## src/rtl/xring_pkg.sv

```systemverilog
package xring_pkg;

  typedef enum logic [1:0] {
    MODE_SOLO = 2'd0,
    MODE_HEAD = 2'd1,
    MODE_TAIL = 2'd2
  } ring_mode_e;

  // Strap decode: expansion-in low selects standalone, otherwise the
  // first-load pin chooses between ring head and follower.
  function automatic ring_mode_e decode_mode(input logic xin_n,
                                             input logic first_n);
    if (!xin_n)
      return MODE_SOLO;
    else if (!first_n)
      return MODE_HEAD;
    else
      return MODE_TAIL;
  endfunction

endpackage

```

## src/rtl/xring_mode_latch.sv

```systemverilog
module xring_mode_latch
  import xring_pkg::*;
(
  input  logic       clk,
  input  logic       rst_n,
  input  logic       xin_n,
  input  logic       first_n,
  output ring_mode_e mode_now,
  output ring_mode_e mode_q
);

  assign mode_now = decode_mode(xin_n, first_n);

  always_ff @(posedge clk) begin
    if (!rst_n)
      mode_q <= mode_now;
  end

  // role frozen once reset is released
  p_mode_hold_r1: assert property (@(posedge clk) disable iff (!rst_n)
    1'b1 |=> $stable(mode_q));

endmodule

```

## src/rtl/xring_token.sv

```systemverilog
module xring_token #(
  parameter int DEPTH = 16,
  parameter int AW    = $clog2(DEPTH)
) (
  input  logic          clk,
  input  logic          rst_n,
  input  logic          solo,
  input  logic          own_init,
  input  logic          strobe,
  input  logic          room,
  input  logic          pass_in,
  input  logic          rewind,
  output logic          own,
  output logic          en,
  output logic [AW-1:0] addr,
  output logic          pass_out
);

  localparam logic [AW-1:0] LAST = AW'(DEPTH - 1);

  function automatic logic [AW-1:0] step_addr(input logic [AW-1:0] a);
    return (a == LAST) ? '0 : a + 1'b1;
  endfunction

  logic at_last;

  assign at_last  = (addr == LAST);
  assign en       = strobe & own & room & ~rewind;
  assign pass_out = ~solo & en & at_last;

  always_ff @(posedge clk) begin
    if (!rst_n) begin
      own  <= own_init;
      addr <= '0;
    end else begin
      own <= solo | (own & ~pass_out) | pass_in;
      if (rewind)
        addr <= '0;
      else if (en)
        addr <= step_addr(addr);
    end
  end

  // a pass that is not also received drops the token
  p_token_release_r5_r6: assert property (@(posedge clk) disable iff (!rst_n)
    (pass_out && !pass_in) |=> !own);

  // a received pass grants the token
  p_token_grant_r7: assert property (@(posedge clk) disable iff (!rst_n)
    pass_in |=> own);

  // ownership moves only through passes in cascade mode
  p_token_only_by_pass_r4: assert property (@(posedge clk) disable iff (!rst_n)
    (!solo && !pass_in && !pass_out) |=> $stable(own));

  // standalone keeps the token
  p_token_solo_r9: assert property (@(posedge clk) disable iff (!rst_n)
    solo |=> own);

  // address steps by one with wrap, otherwise holds
  p_addr_step_r12: assert property (@(posedge clk) disable iff (!rst_n)
    (en && !rewind) |=> addr == step_addr($past(addr)));
  p_addr_hold_r12: assert property (@(posedge clk) disable iff (!rst_n)
    (!en && !rewind) |=> $stable(addr));

endmodule

```

## src/rtl/xring_occupancy.sv

```systemverilog
module xring_occupancy #(
  parameter int DEPTH = 16,
  parameter int AW    = $clog2(DEPTH),
  parameter int CW    = $clog2(DEPTH + 1)
) (
  input  logic          clk,
  input  logic          rst_n,
  input  logic          wr_en,
  input  logic          rd_en,
  input  logic          rewind,
  input  logic [AW-1:0] wr_addr,
  output logic [CW-1:0] count,
  output logic          full,
  output logic          empty,
  output logic          half
);

  function automatic logic [CW-1:0] next_count(input logic [CW-1:0] c,
                                               input logic inc,
                                               input logic dec);
    case ({inc, dec})
      2'b10:   return c + 1'b1;
      2'b01:   return c - 1'b1;
      default: return c;
    endcase
  endfunction

  assign full  = (count == CW'(DEPTH));
  assign empty = (count == '0);
  assign half  = (count > CW'(DEPTH / 2));

  always_ff @(posedge clk) begin
    if (!rst_n)
      count <= '0;
    else if (rewind)
      count <= CW'(wr_addr);
    else
      count <= next_count(count, wr_en, rd_en);
  end

  // no write into a full slice, no read from an empty one
  p_no_overflow_r10: assert property (@(posedge clk) disable iff (!rst_n)
    full |-> !wr_en);
  p_no_underflow_r10: assert property (@(posedge clk) disable iff (!rst_n)
    empty |-> !rd_en);

  // count follows accepted accesses
  p_count_track_r10: assert property (@(posedge clk) disable iff (!rst_n)
    (wr_en && !rd_en && !rewind) |=> count == $past(count) + 1'b1);

endmodule

```

## src/rtl/xring_slice_ctrl.sv

```systemverilog
module xring_slice_ctrl
  import xring_pkg::*;
#(
  parameter int DEPTH = 16,
  localparam int AW   = $clog2(DEPTH),
  localparam int CW   = $clog2(DEPTH + 1)
) (
  input  logic          clk,
  input  logic          rst_n,
  input  logic          xin_n,
  input  logic          first_rt_n,
  input  logic          wr_req,
  input  logic          rd_req,
  output logic          wr_en,
  output logic          rd_en,
  output logic [AW-1:0] wr_addr,
  output logic [AW-1:0] rd_addr,
  output logic          full_n,
  output logic          empty_n,
  output logic          xo_hf_n,
  output logic [1:0]    mode
);

  ring_mode_e    mode_now, mode_q;
  logic          solo, own_init, rewind;
  logic          wr_own, rd_own, wr_pass, rd_pass;
  logic          wr_recv, rd_recv;
  logic          occ_full, occ_empty, occ_half;
  logic [CW-1:0] occ_count;

  xring_mode_latch u_mode (
    .clk      (clk),
    .rst_n    (rst_n),
    .xin_n    (xin_n),
    .first_n  (first_rt_n),
    .mode_now (mode_now),
    .mode_q   (mode_q)
  );

  assign solo     = (mode_q == MODE_SOLO);
  assign own_init = (mode_now != MODE_TAIL);
  assign rewind   = rst_n & solo & ~first_rt_n & ~wr_req & ~rd_req;
  assign wr_recv  = ~solo & ~xin_n & wr_req;
  assign rd_recv  = ~solo & ~xin_n & rd_req;

  xring_token #(.DEPTH(DEPTH), .AW(AW)) u_wr_tok (
    .clk      (clk),
    .rst_n    (rst_n),
    .solo     (solo),
    .own_init (own_init),
    .strobe   (wr_req),
    .room     (~occ_full),
    .pass_in  (wr_recv),
    .rewind   (1'b0),
    .own      (wr_own),
    .en       (wr_en),
    .addr     (wr_addr),
    .pass_out (wr_pass)
  );

  xring_token #(.DEPTH(DEPTH), .AW(AW)) u_rd_tok (
    .clk      (clk),
    .rst_n    (rst_n),
    .solo     (solo),
    .own_init (own_init),
    .strobe   (rd_req),
    .room     (~occ_empty),
    .pass_in  (rd_recv),
    .rewind   (rewind),
    .own      (rd_own),
    .en       (rd_en),
    .addr     (rd_addr),
    .pass_out (rd_pass)
  );

  xring_occupancy #(.DEPTH(DEPTH), .AW(AW), .CW(CW)) u_occ (
    .clk     (clk),
    .rst_n   (rst_n),
    .wr_en   (wr_en),
    .rd_en   (rd_en),
    .rewind  (rewind),
    .wr_addr (wr_addr),
    .count   (occ_count),
    .full    (occ_full),
    .empty   (occ_empty),
    .half    (occ_half)
  );

  assign full_n  = ~(wr_own & occ_full);
  assign empty_n = ~(rd_own & occ_empty);
  assign mode    = mode_q;

  always_comb begin
    if (!rst_n)
      xo_hf_n = 1'b1;
    else if (solo)
      xo_hf_n = ~occ_half;
    else
      xo_hf_n = ~(wr_pass | rd_pass);
  end

  // the shared pin is idle right after reset
  p_xo_idle_after_reset_r2: assert property (@(posedge clk) disable iff (!rst_n)
    $rose(rst_n) |-> xo_hf_n);

  // in a ring the pin only pulses during a strobed access
  p_xo_needs_strobe_r8: assert property (@(posedge clk) disable iff (!rst_n)
    (!solo && !xo_hf_n) |-> (wr_req || rd_req));

  // a raised flag blocks the matching local enable
  p_full_blocks_r10: assert property (@(posedge clk) disable iff (!rst_n)
    !full_n |-> !wr_en);
  p_empty_blocks_r10: assert property (@(posedge clk) disable iff (!rst_n)
    !empty_n |-> !rd_en);

endmodule

```

## config.mk

```make
export PLATFORM = sky130hd
export DESIGN_NAME = xring_slice_ctrl
export DESIGN_NICKNAME = d
export VERILOG_FILES = /design/src/rtl/xring_pkg.sv /design/src/rtl/xring_mode_latch.sv /design/src/rtl/xring_token.sv /design/src/rtl/xring_occupancy.sv /design/src/rtl/xring_slice_ctrl.sv
export SDC_FILE = /design/constraint.sdc
export NUM_CORES = 1
export LEC_CHECK = 0
export BUFFER_PORTS_ARGS = -buffer_cell sky130_fd_sc_hd__buf_2
export CORE_ASPECT_RATIO = 1.4
export CORE_MARGIN = 10
export CORE_UTILIZATION = 54
export DETAILED_ROUTE_END_ITERATION = 6
export PLACE_DENSITY = 0.78
export SETUP_SLACK_MARGIN = 0.05
export SYNTH_ARGS = -nofsm -noshare
export SYNTH_HDL_FRONTEND = slang
export SYNTH_SLANG_ARGS = --single-unit
```

## constraint.sdc

```tcl
create_clock -name clk -period 3 [get_ports clk]
set_input_delay 0.15 -clock clk [delete_from_list [all_inputs] [get_ports clk]]
set_output_delay 0.15 -clock clk [all_outputs]
set_load 0.1 [all_outputs]
```

## After elaboration in Yosys (flattened, before gate mapping)

Index checks and enable logic that the tools add are counted.

| word-level totals | value |
|---|---|
| input bits | 6 |
| bits in registers | 17 |

| operators by class | value |
|---|---|
| add/subtract/negate cells | 4 |
| bitwise logic cells | 40 |
| equality and inequality tests | 6 |
| $lt $le $gt $ge | 1 |
| reduce and logical (&&, ||, !) cells | 5 |
| muxes and demuxes | 10 |

Operators with widths:

| operator | number |
|---|---|
| $and A1 B1 Y1 | 20 |
| $not A1 Y1 | 15 |
| $mux W4 | 3 |
| $pmux W5 S2 | 1 |
| $add A4 B1 Y4 const B | 2 |
| $eq A4 B4 Y1 const B | 2 |
| $add A5 B1 Y5 const B | 1 |
| $eq A5 B5 Y1 const B | 1 |
| $gt A5 B4 Y1 const B | 1 |
| $logic_not A5 Y1 | 1 |
| $or A1 B1 Y1 | 5 |
| $sub A5 B1 Y5 const B | 1 |
| $mux W1 | 4 |
| $mux W2 | 2 |
| $reduce_bool A3 Y1 | 1 |
| $eq A2 B1 Y1 const B | 1 |
| $eq A2 B2 Y1 const B | 1 |
| $logic_not A2 Y1 | 1 |
| $ne A2 B2 Y1 const B | 1 |
| $reduce_bool A2 Y1 | 1 |
| $reduce_or A2 Y1 | 1 |

## Logic depth before layout (Yosys ltp)

Gate-level depths: netlist (run 1).

| depth | value |
|---|---|
| depth in word-level cells | 14 |
| mapped depth | 12 |
| depth with buffers taken out | 10 |

## Cells and area by module

From an unflattened synthesis (run 1), not the netlist that was laid out.

| second synthesis, totals | value |
|---|---|
| cells, all modules | 140 |
| area total of the unflattened synthesis | 1169.9 sq um |

Modules (own cells, without submodules):

| module | seq. area each (sq um) | cells each | times used | area each (sq um) |
|---|---|---|---|---|
| xring_token | 100.1 | 31 | 2 | 259.0 |
| xring_occupancy | 100.1 | 60 | 1 | 496.7 |
| xring_mode_latch | 60.1 | 5 | 1 | 80.1 |
| xring_slice_ctrl | 0.0 | 13 | 1 | 75.1 |

## Least setup slack after synthesis (run 1)

OpenSTA, ideal clock, no wires.

| timing path | value |
|---|---|
| path kind | register -> output |
| start point | register u_mode.mode_q[1] |
| end point | output xo_hf_n |
| slack | -1.843 ns |
| cell stages (with the launch flop) | 3 |
| arrival | 4.693 ns |
| buffers on the path | 0 |
| cells stage by stage | edfxtp_1 -> or2_1 -> o311ai_0 |

| between the ends | value |
|---|---|
| longest elaborated chain between the ends | 13 |
| elaborated cells on any way between the ends | 16 |
| classes of those cells | mux: 2; bitwise: 13; reduce/logical: 1 |

RTL lines:

| element | RTL line | source |
|---|---|---|
| start: declaration | xring_mode_latch.sv:9 | `output ring_mode_e mode_q` |
| start signal: assignment | xring_mode_latch.sv:16 | `mode_q <= mode_now;` |
| $logic_not A2 Y1 (*) | xring_slice_ctrl.sv:40 | `assign solo = (mode_q == MODE_SOLO);` |
| $and A1 B1 Y1 (4 in a row) | xring_slice_ctrl.sv:42 | `assign rewind = rst_n & solo & ~first_rt_n & ~wr_req & ~rd_req;` |
| $not A1 Y1 | xring_token.sv:28 | `assign en = strobe & own & room & ~rewind;` |
| $and A1 B1 Y1 | xring_token.sv:28 |  |
| $and A1 B1 Y1 (2 in a row) | xring_token.sv:29 | `assign pass_out = ~solo & en & at_last;` |
| $or A1 B1 Y1 | xring_slice_ctrl.sv:99 | `xo_hf_n = ~(wr_pass \| rd_pass);` |
| $not A1 Y1 | xring_slice_ctrl.sv:99 |  |
| $mux W1 (*) | xring_slice_ctrl.sv:96 | `else if (solo)` |
| $mux W1 (*) | xring_slice_ctrl.sv:94 | `if (!rst_n)` |
| end: declaration | xring_slice_ctrl.sv:20 | `output logic xo_hf_n,` |

Mark *: on every way between the ends. The rest lies on a longest branch, timed or not.

## Worst setup path after layout (run 1)

| timing path | value |
|---|---|
| start point | register u_occ.count[2] |
| end point | register u_occ.count[2] |

| between the ends | value |
|---|---|
| longest elaborated chain between the ends | 7 |
| elaborated cells on any way between the ends | 14 |
| classes of those cells | add/sub: 2; eq/ne: 3; mux: 2; bitwise: 5; reduce/logical: 2 |

RTL lines:

| element | RTL line | source |
|---|---|---|
| start: declaration | xring_occupancy.sv:12 | `output logic [CW-1:0] count,` |
| start signal: assignment | xring_occupancy.sv:36 | `count <= CW'(wr_addr);` |
| start signal: assignment | xring_occupancy.sv:38 | `count <= next_count(count, wr_en, rd_en);` |
| $logic_not A5 Y1 | xring_occupancy.sv:29 | `assign empty = (count == '0);` |
| $not A1 Y1 | xring_slice_ctrl.sv:67 | `.room (~occ_empty),` |
| $and A1 B1 Y1 (2 in a row) | xring_token.sv:28 |  |
| $eq A2 B1 Y1 or $eq A2 B2 Y1 (tied branches) | xring_occupancy.sv:21 | `case ({inc, dec})` |
| $pmux W5 S2 | xring_occupancy.sv:21 |  |
| $mux W4 | xring_occupancy.sv:35 | `else if (rewind)` |

Parallel ways exist; a longest one is shown, timed or not.
A chain may end at the register's enable or synchronous reset.

==> results of run 1 <==
-- final cells by class --
type | instances | area share, %
clock buffers | 3 | 1.79
flip-flops and latches | 17 | 28.6
inverters | 7 | 2.09
clock inverters | 1 | 0.397
multi-input cells | 97 | 57.1
repair buffers | 20 | 7.94
well taps | 21 | 2.09
-- sequential cells by signal (all words and copies together), names as in the netlist --
signal / flops
u_mode.mode_q: 2
u_occ.count: 5
u_rd_tok.addr: 4
u_rd_tok.own: 1
u_wr_tok.addr: 4
u_wr_tok.own: 1
-- placed cells by master (no fill, tap or decap), types with 2 or more instances in the layout --
cell / n
edfxtp_1: 2
a221oi_1: 2
nor3b_1: 2
xor2_1: 4
inv_1: 6
clkbuf_4: 3
a311oi_1: 2
xnor2_1: 2
ha_1: 4
nand2_1: 10
a21oi_1: 5
nor3_1: 2
nor2b_1: 3
a21oi_4: 2
nand3_1: 5
dfxtp_1: 15
mux2i_1: 5
nor2_1: 13
nand4_1: 4
and2_1: 2
o211ai_1: 3
buf_2: 20
o21ai_0: 3
and3_2: 2
a41oi_1: 2
-- worst register-to-register path: stages, from the launching register on --
cell and delay [ns]:
dfxtp_1 0.44, nor4_4 0.57, a21oi_4 0.18, inv_1 0.14
ha_4 0.22, xor2_1 0.09, ha_1 0.24, a41oi_1 0.21
mux2i_1 0.24, mux2i_1 0.19, o21ai_1 0.07
-- power by group through the flow --
stage | sequential [W] | clock [W] | combinational, W
floorplan | 0.000450 | 0 | 0.000634
global placement | 0.000372 | 0 | 0.000817
detailed placement | 0.000378 | 0 | 0.000836
CTS | 0.000373 | 0.000125 | 0.000836
global route | 0.000384 | 0.000134 | 0.000892
finish | 0.000375 | 0.000121 | 0.000830
-- how the worst max path moves through the flow --
| stage | to | start | slack [ns] |
|---|---|---|---|
| CTS | u_occ.count[2]$_SDFFE_PN0P_ | u_occ.count[2]$_SDFFE_PN0P_ | 0.31 |
| finish | u_occ.count[2]$_SDFFE_PN0P_ | u_occ.count[2]$_SDFFE_PN0P_ | 0.31 |
| detailed placement | u_occ.count[2]$_SDFFE_PN0P_ | u_occ.count[2]$_SDFFE_PN0P_ | 0.33 |
| global route | u_occ.count[2]$_SDFFE_PN0P_ | u_occ.count[2]$_SDFFE_PN0P_ | 0.10 |
| floorplan | u_occ.count[2]$_SDFFE_PN0P_ | u_occ.count[1]$_SDFFE_PN0P_ | 0.05 |
| global placement | u_occ.count[2]$_SDFFE_PN0P_ | u_occ.count[2]$_SDFFE_PN0P_ | 0.43 |
-- through the flow --
step / instance area [µm²] / worst slack (ns) / hold WS (ns) / utilization (%) / power [W]
floorplan: 1140 / 0.0507 / 0.286 / - / 0.00108
global placement: 1230 / 0.427 / 0.436 / 63.2 / 0.00119
detailed placement: 1230 / 0.326 / 0.441 / 63.2 / 0.00121
CTS: 1260 / 0.307 / 0.143 / 64.6 / 0.00133
global route: 1260 / 0.100 / 0.146 / 64.6 / 0.00141
finish: 1260 / 0.314 / 0.146 / 64.6 / 0.00133
-- cells by family after synthesis --
| group | after synthesis | synth area share [%] |
|---|---|---|
| flip-flops | 17 | 32.7 |
| XOR/XNOR | 6 | 4.77 |
| multiplexers | 6 | 5.57 |
| buffers and inverters | 12 | 5.11 |
| AND/OR/NAND/NOR | 53 | 28.1 |
| adder cells (fa/ha/maj) | 5 | 5.68 |
| AO/OA/AOI/OAI | 27 | 18.1 |
-- per-layer routing --
| layer | up-vias | wire length, µm | track usage [%] |
|---|---|---|---|
| met5 | - | 0 | 0 |
| met4 | 0 | 23 | 3.40 |
| met3 | 4 | 87 | 2.93 |
| met2 | 19 | 1260 | 21.2 |
| met1 | 488 | 1130 | 14.0 |
| li1 | 507 | - | - |
==> flow_summary.json, run 1 <==
{
  "run_status": "finished, final reports clean",
  "hp-start": "first_rt_n",
  "max_freq_mhz": 372,
  "crit_chain": "nor4_4, a21oi_4, inv_1, ha_4, xor2_1, ha_1, a41oi_1, mux2i_1, mux2i_1, o21ai_1",
  "cp.depth": 10,
  "syn_nets": 137,
  "share_seq_of_total_power_pct": 28.3,
  "critPathArrivalTime_ns": 2.88,
  "yosys_register_bits": 17,
  "buffer_ports.inserted": 20,
  "gpl.final_weighted_congestion": 0.768,
  "synth_commonest_cells": "dfxtp_1, nor2_1, nand2_1, inv_1",
  "cts-root-to-sink-buffers": 2,
  "worst_slew_pin_slew_ns": 0.517,
  "crit_fanout": 13,
  "cts_tree": "done",
  "initialDrtViolationCount": 36,
  "netlist-cell-type-count": 46,
  "numCtsBuffers": 3,
  "path_class": "reg2reg",
  "kind_of_cell_adding_the_most_delay_to_the_critical_path": "simple AND/OR/NAND/NOR gates",
  "hpwlAfterDp_um": 1970,
  "seq_area_frac_synth_pct": 32.7,
  "post-route-min-period_ns": 2.69,
  "hold_class": "in2reg",
  "power_leakage_nw": 0.541,
  "cts_htree_levels": 1,
  "critical_path.reg2reg.endpoint": "u_occ.count[2]$_SDFFE_PN0P_",
  "detail_route.wirelength_um": 2500,
  "timing.reg2reg.setup_slack_ns": 0.31,
  "p_sw_share_pct": 57.3,
  "grtUsageTotal_pct": 12.1,
  "synth.largest_area_cell": "dfxtp_1",
  "ys_top_cells_by_area": "dfxtp_1, ha_1, edfxtp_1",
  "maxCapViolCount": 0,
  "initial_antenna_violation_count": 0,
  "drt_pre_antenna_iters": 4,
  "antenna_cells_inserted": 0,
  "grt_start_max_net_pins": 14,
  "layout-area-overhead-vs-synth_pct": 14.4,
  "wire_per_inst_um": 15.0,
  "post-place-cells": 162,
  "post_drt_via_cell_ratio": 6.13,
  "power.share.clock_pct": 9.1,
  "crit_path_end_kind": "register",
  "postSynth.topFlopCell": "dfxtp_1",
  "route.vias.total": 1018,
  "tritoncts_num_sinks": 17,
  "min_delay_path_depth": 2,
  "internal_power_w": 0.000567,
  "gr-total-overflow": 0,
  "report.final.hold_viol_count": 0,
  "start_of_the_worst_register_to_register_path": "u_occ.count[2]$_SDFFE_PN0P_",
  "clock_latency_ns": 0.29,
  "die_y_um": 73.4,
  "grt_first_pass_wirelength_um": 4400,
  "floorplan_core_area_um2": 1950,
  "drc": 0,
  "cell_depth_of_the_worst_flop_to_flop_path": 10,
  "cpPeakStageDelay_ns": 0.57,
  "syn-instance-count": 126,
  "synth.yosys.warnings": 0,
  "power_frac_comb_pct": 62.6,
  "final_number_of_max_transition_violations": 0,
  "critical_path_buf_inv_count": 1,
  "die_w_um": 58.2,
  "number_of_enable_flip_flop_cells_after_synthesis": 2,
  "sequential_cell_area_um2": 360,
  "multiInputGateArea_um2": 719,
  "ant_nets": 0,
  "post_cts_resized": 0,
  "peakVddDrop_v": 0.000776,
  "switching_power_w": 0.000759,
  "setup_total_negative_slack_ns": 0,
  "synthesis.area_um2": 1100,
  "period_share_pct": 89.5,
  "cp_data_required_time_ns": 3.19,
  "final.fill_count": 173,
  "cts_hold_repair.buffers": 0,
  "clkTransAtPathRegs_ns": 0.10,
  "power_density_nw_per_um2": 1050,
  "report.final.setup_viol": 0,
  "synth.top_cell.area_share_pct": 27.3,
  "placementRows": 19,
  "via_count_of_the_first_global_routing_pass": 1033,
  "critical_path.slowest_cell": "nor4_4",
  "syn_area_per_cell_um2": 8.74,
  "relSlewSlack_pct": 65.3,
  "finalNetCount": 157,
  "layout.cells.non_filler": 166,
  "skew_ns": 0.00863,
  "timing.hold.worst_endpoint": "u_mode.mode_q[0]$_DFFE_PN_",
  "io_pins": 21,
  "rsz0062_at_grt": "no",
  "drive_gt1_share_pct": 25.5,
  "synthArstFlopShare_pct": 0,
  "initial_utilization_pct": 56.5,
  "timing.critical_path.mode_cell": "mux2i_1",
  "synth_most_common_cell": "dfxtp_1",
  "cts-root-buf": "clkbuf_4",
  "die_footprint_um2": 4270,
  "cts_setup_buffers": 0,
  "worstSetupStartpointType": "register"
}
(Power assumes the default switching activity.)
==> run 2: changes to the inputs <==
--- a/config.mk
+++ b/config.mk
@@ -8,9 +8,8 @@
 export BUFFER_PORTS_ARGS = -buffer_cell sky130_fd_sc_hd__buf_2
 export CORE_ASPECT_RATIO = 1.4
 export CORE_MARGIN = 10
-export CORE_UTILIZATION = 54
+export CORE_UTILIZATION = 30
 export DETAILED_ROUTE_END_ITERATION = 6
-export PLACE_DENSITY = 0.78
 export SETUP_SLACK_MARGIN = 0.05
 export SYNTH_ARGS = -nofsm -noshare
 export SYNTH_HDL_FRONTEND = slang
==> run 2 against run 1 <==
Net effect:
- total power grew 4.6%
- worst setup slack lost 0.025 ns
- sequential power is essentially flat
- non-clock buffer count is the same
- clock power grew 44%
- maximum frequency shrank 0.91%
- final cell count grew 13%
- first-iteration DRC count shrank 58%
- highest routed layer unchanged
==> flow_summary.json, run 2 (synthesized netlist as in run 1, its figures left out) <==
{
  "post-place-cells": 183,
  "timing.hold.ws_ns": 0.169,
  "final_number_of_max_transition_violations": 0,
  "route.vias.total": 1021,
  "place_ws_ns": 0.316,
  "cts-root-to-sink-buffers": 2,
  "cts_tree": "done",
  "post_drt_via_cell_ratio": 5.46,
  "floorplan_core_area_um2": 3610,
  "cp_data_required_time_ns": 3.15,
  "power_density_nw_per_um2": 1060,
  "wire_per_inst_um": 14.5,
  "relSlewSlack_pct": 64.7,
  "worst_slack_ns": 0.289,
  "flip_flop_count_of_the_largest_register_all_copies_and_words_added": 5,
  "worstSetupStartpointType": "register",
  "antenna_cells_inserted": 0,
  "layout.cells.most_common": "buf_2",
  "numCtsBuffers": 3,
  "die_footprint_um2": 6530,
  "clock_latency_ns": 0.26,
  "grt_start_max_net_pins": 14,
  "drc": 0,
  "grt_first_pass_wirelength_um": 4820,
  "crit_fanout": 13,
  "worst_slew_pin_slew_ns": 0.525,
  "via_count_of_the_first_global_routing_pass": 1059,
  "drt_pre_antenna_iters": 4,
  "ant_nets": 0,
  "clkTransAtPathRegs_ns": 0.07,
  "finalNetCount": 157,
  "setup_total_negative_slack_ns": 0,
  "maxCapViolCount": 0,
  "critPathArrivalTime_ns": 2.86,
  "cts_hold_repair.buffers": 0,
  "rsz0062_at_grt": "no",
  "hold_class": "in2reg",
  "post_cts_resized": 0,
  "gpl.final_weighted_congestion": 0.839,
  "initial_utilization_pct": 30.5,
  "buffer_ports.inserted": 20,
  "power_leakage_nw": 0.549,
  "final_core_utilization_pct": 36.1,
  "initialDrtViolationCount": 15,
  "period_share_pct": 90.4,
  "run_status": "finished, final reports clean",
  "cts-root-buf": "clkbuf_8",
  "cts_htree_levels": 1,
  "hpwlAfterDp_um": 2170,
  "grtUsageTotal_pct": 8.56,
  "layout-area-overhead-vs-synth_pct": 18.5,
  "skew_ns": 0.00385,
  "path_class": "reg2reg",
  "crit_path_end_kind": "register",
  "report.final.hold_viol_count": 0,
  "drive_gt1_share_pct": 25.5,
  "max_freq_mhz": 369,
  "cts_setup_buffers": 0,
  "die_w_um": 71.2,
  "io_pins": 21,
  "layout.cells.non_filler": 187,
  "initial_antenna_violation_count": 0,
  "top_regs": "u_occ.count (5), u_rd_tok.addr (4), u_wr_tok.addr (4)",
  "die_y_um": 91.7,
  "peakVddDrop_v": 0.000935,
  "post-route-min-period_ns": 2.71,
  "report.final.setup_viol": 0,
  "tritoncts_num_sinks": 17,
  "placementRows": 26,
  "regMostFlops": "u_occ.count",
  "gr-total-overflow": 0,
  "layout.cells.most_common_list": "buf_2, dfxtp_1, nor2_1",
  "detail_route.wirelength_um": 2710
}
-- run 2: cell counts in the layout (fill, tap and decap cells not counted) --
Identical to the previous run, type by type.
-- run 2: area by class of cell --
cell class	instances	area, µm²
fill	373	2310
multi-input combinational	97	719
sequential	17	360
timing repair buffer	20	100
tap	42	52.6
clock buffer	3	41.3
inverter	7	26.3
clock inverter	1	5.00
-- run 2: power by group --
group          total (W)  switching, W  leakage [nW]  internal, W
registers       0.000376     0.0000994         0.142     0.000276
logic           0.000837      0.000596         0.381     0.000241
clock network   0.000174     0.0000820        0.0255    0.0000924
-- run 2: path summary, 6_finish.rpt --
path / startpoint / to / slack (ns) / depth (start not counted)
worst max-delay path: u_occ.count[2]$_SDFFE_PN0P_ / u_occ.count[2]$_SDFFE_PN0P_ / 0.29 / 10
worst min-delay path: wr_req / u_wr_tok.own$_DFF_P_ / 0.17 / 3
worst max register to register: u_occ.count[2]$_SDFFE_PN0P_ / u_occ.count[2]$_SDFFE_PN0P_ / 0.29 / 10
worst min register to register: u_wr_tok.addr[2]$_SDFFE_PN0P_ / u_occ.count[2]$_SDFFE_PN0P_ / 0.53 / 2
-- run 2: routing by layer --
metal	part of all wire, %	GRT usage [%]
met1	41	9.80
met2	52	14.2
met3	5.5	2.59
met4	1.6	3.72
met5	0	0
-- run 2: through the flow --
step / total power [W] / area [µm²]
2_1_floorplan: 0.00108 / 1140
3_3_place_gp: 0.00120 / 1260
3_5_place_dp: 0.00121 / 1260
4_1_cts: 0.00139 / 1310
5_1_grt: 0.00148 / 1310
6_report: 0.00139 / 1310
-- run 2: critical path: stages (launching register included) --
cell	delay, ns
dfxtp_1	0.42
nor4_4	0.57
a21oi_4	0.18
inv_1	0.14
ha_4	0.22
xor2_1	0.09
ha_1	0.24
a41oi_1	0.22
mux2i_1	0.25
mux2i_1	0.20
o21ai_1	0.07
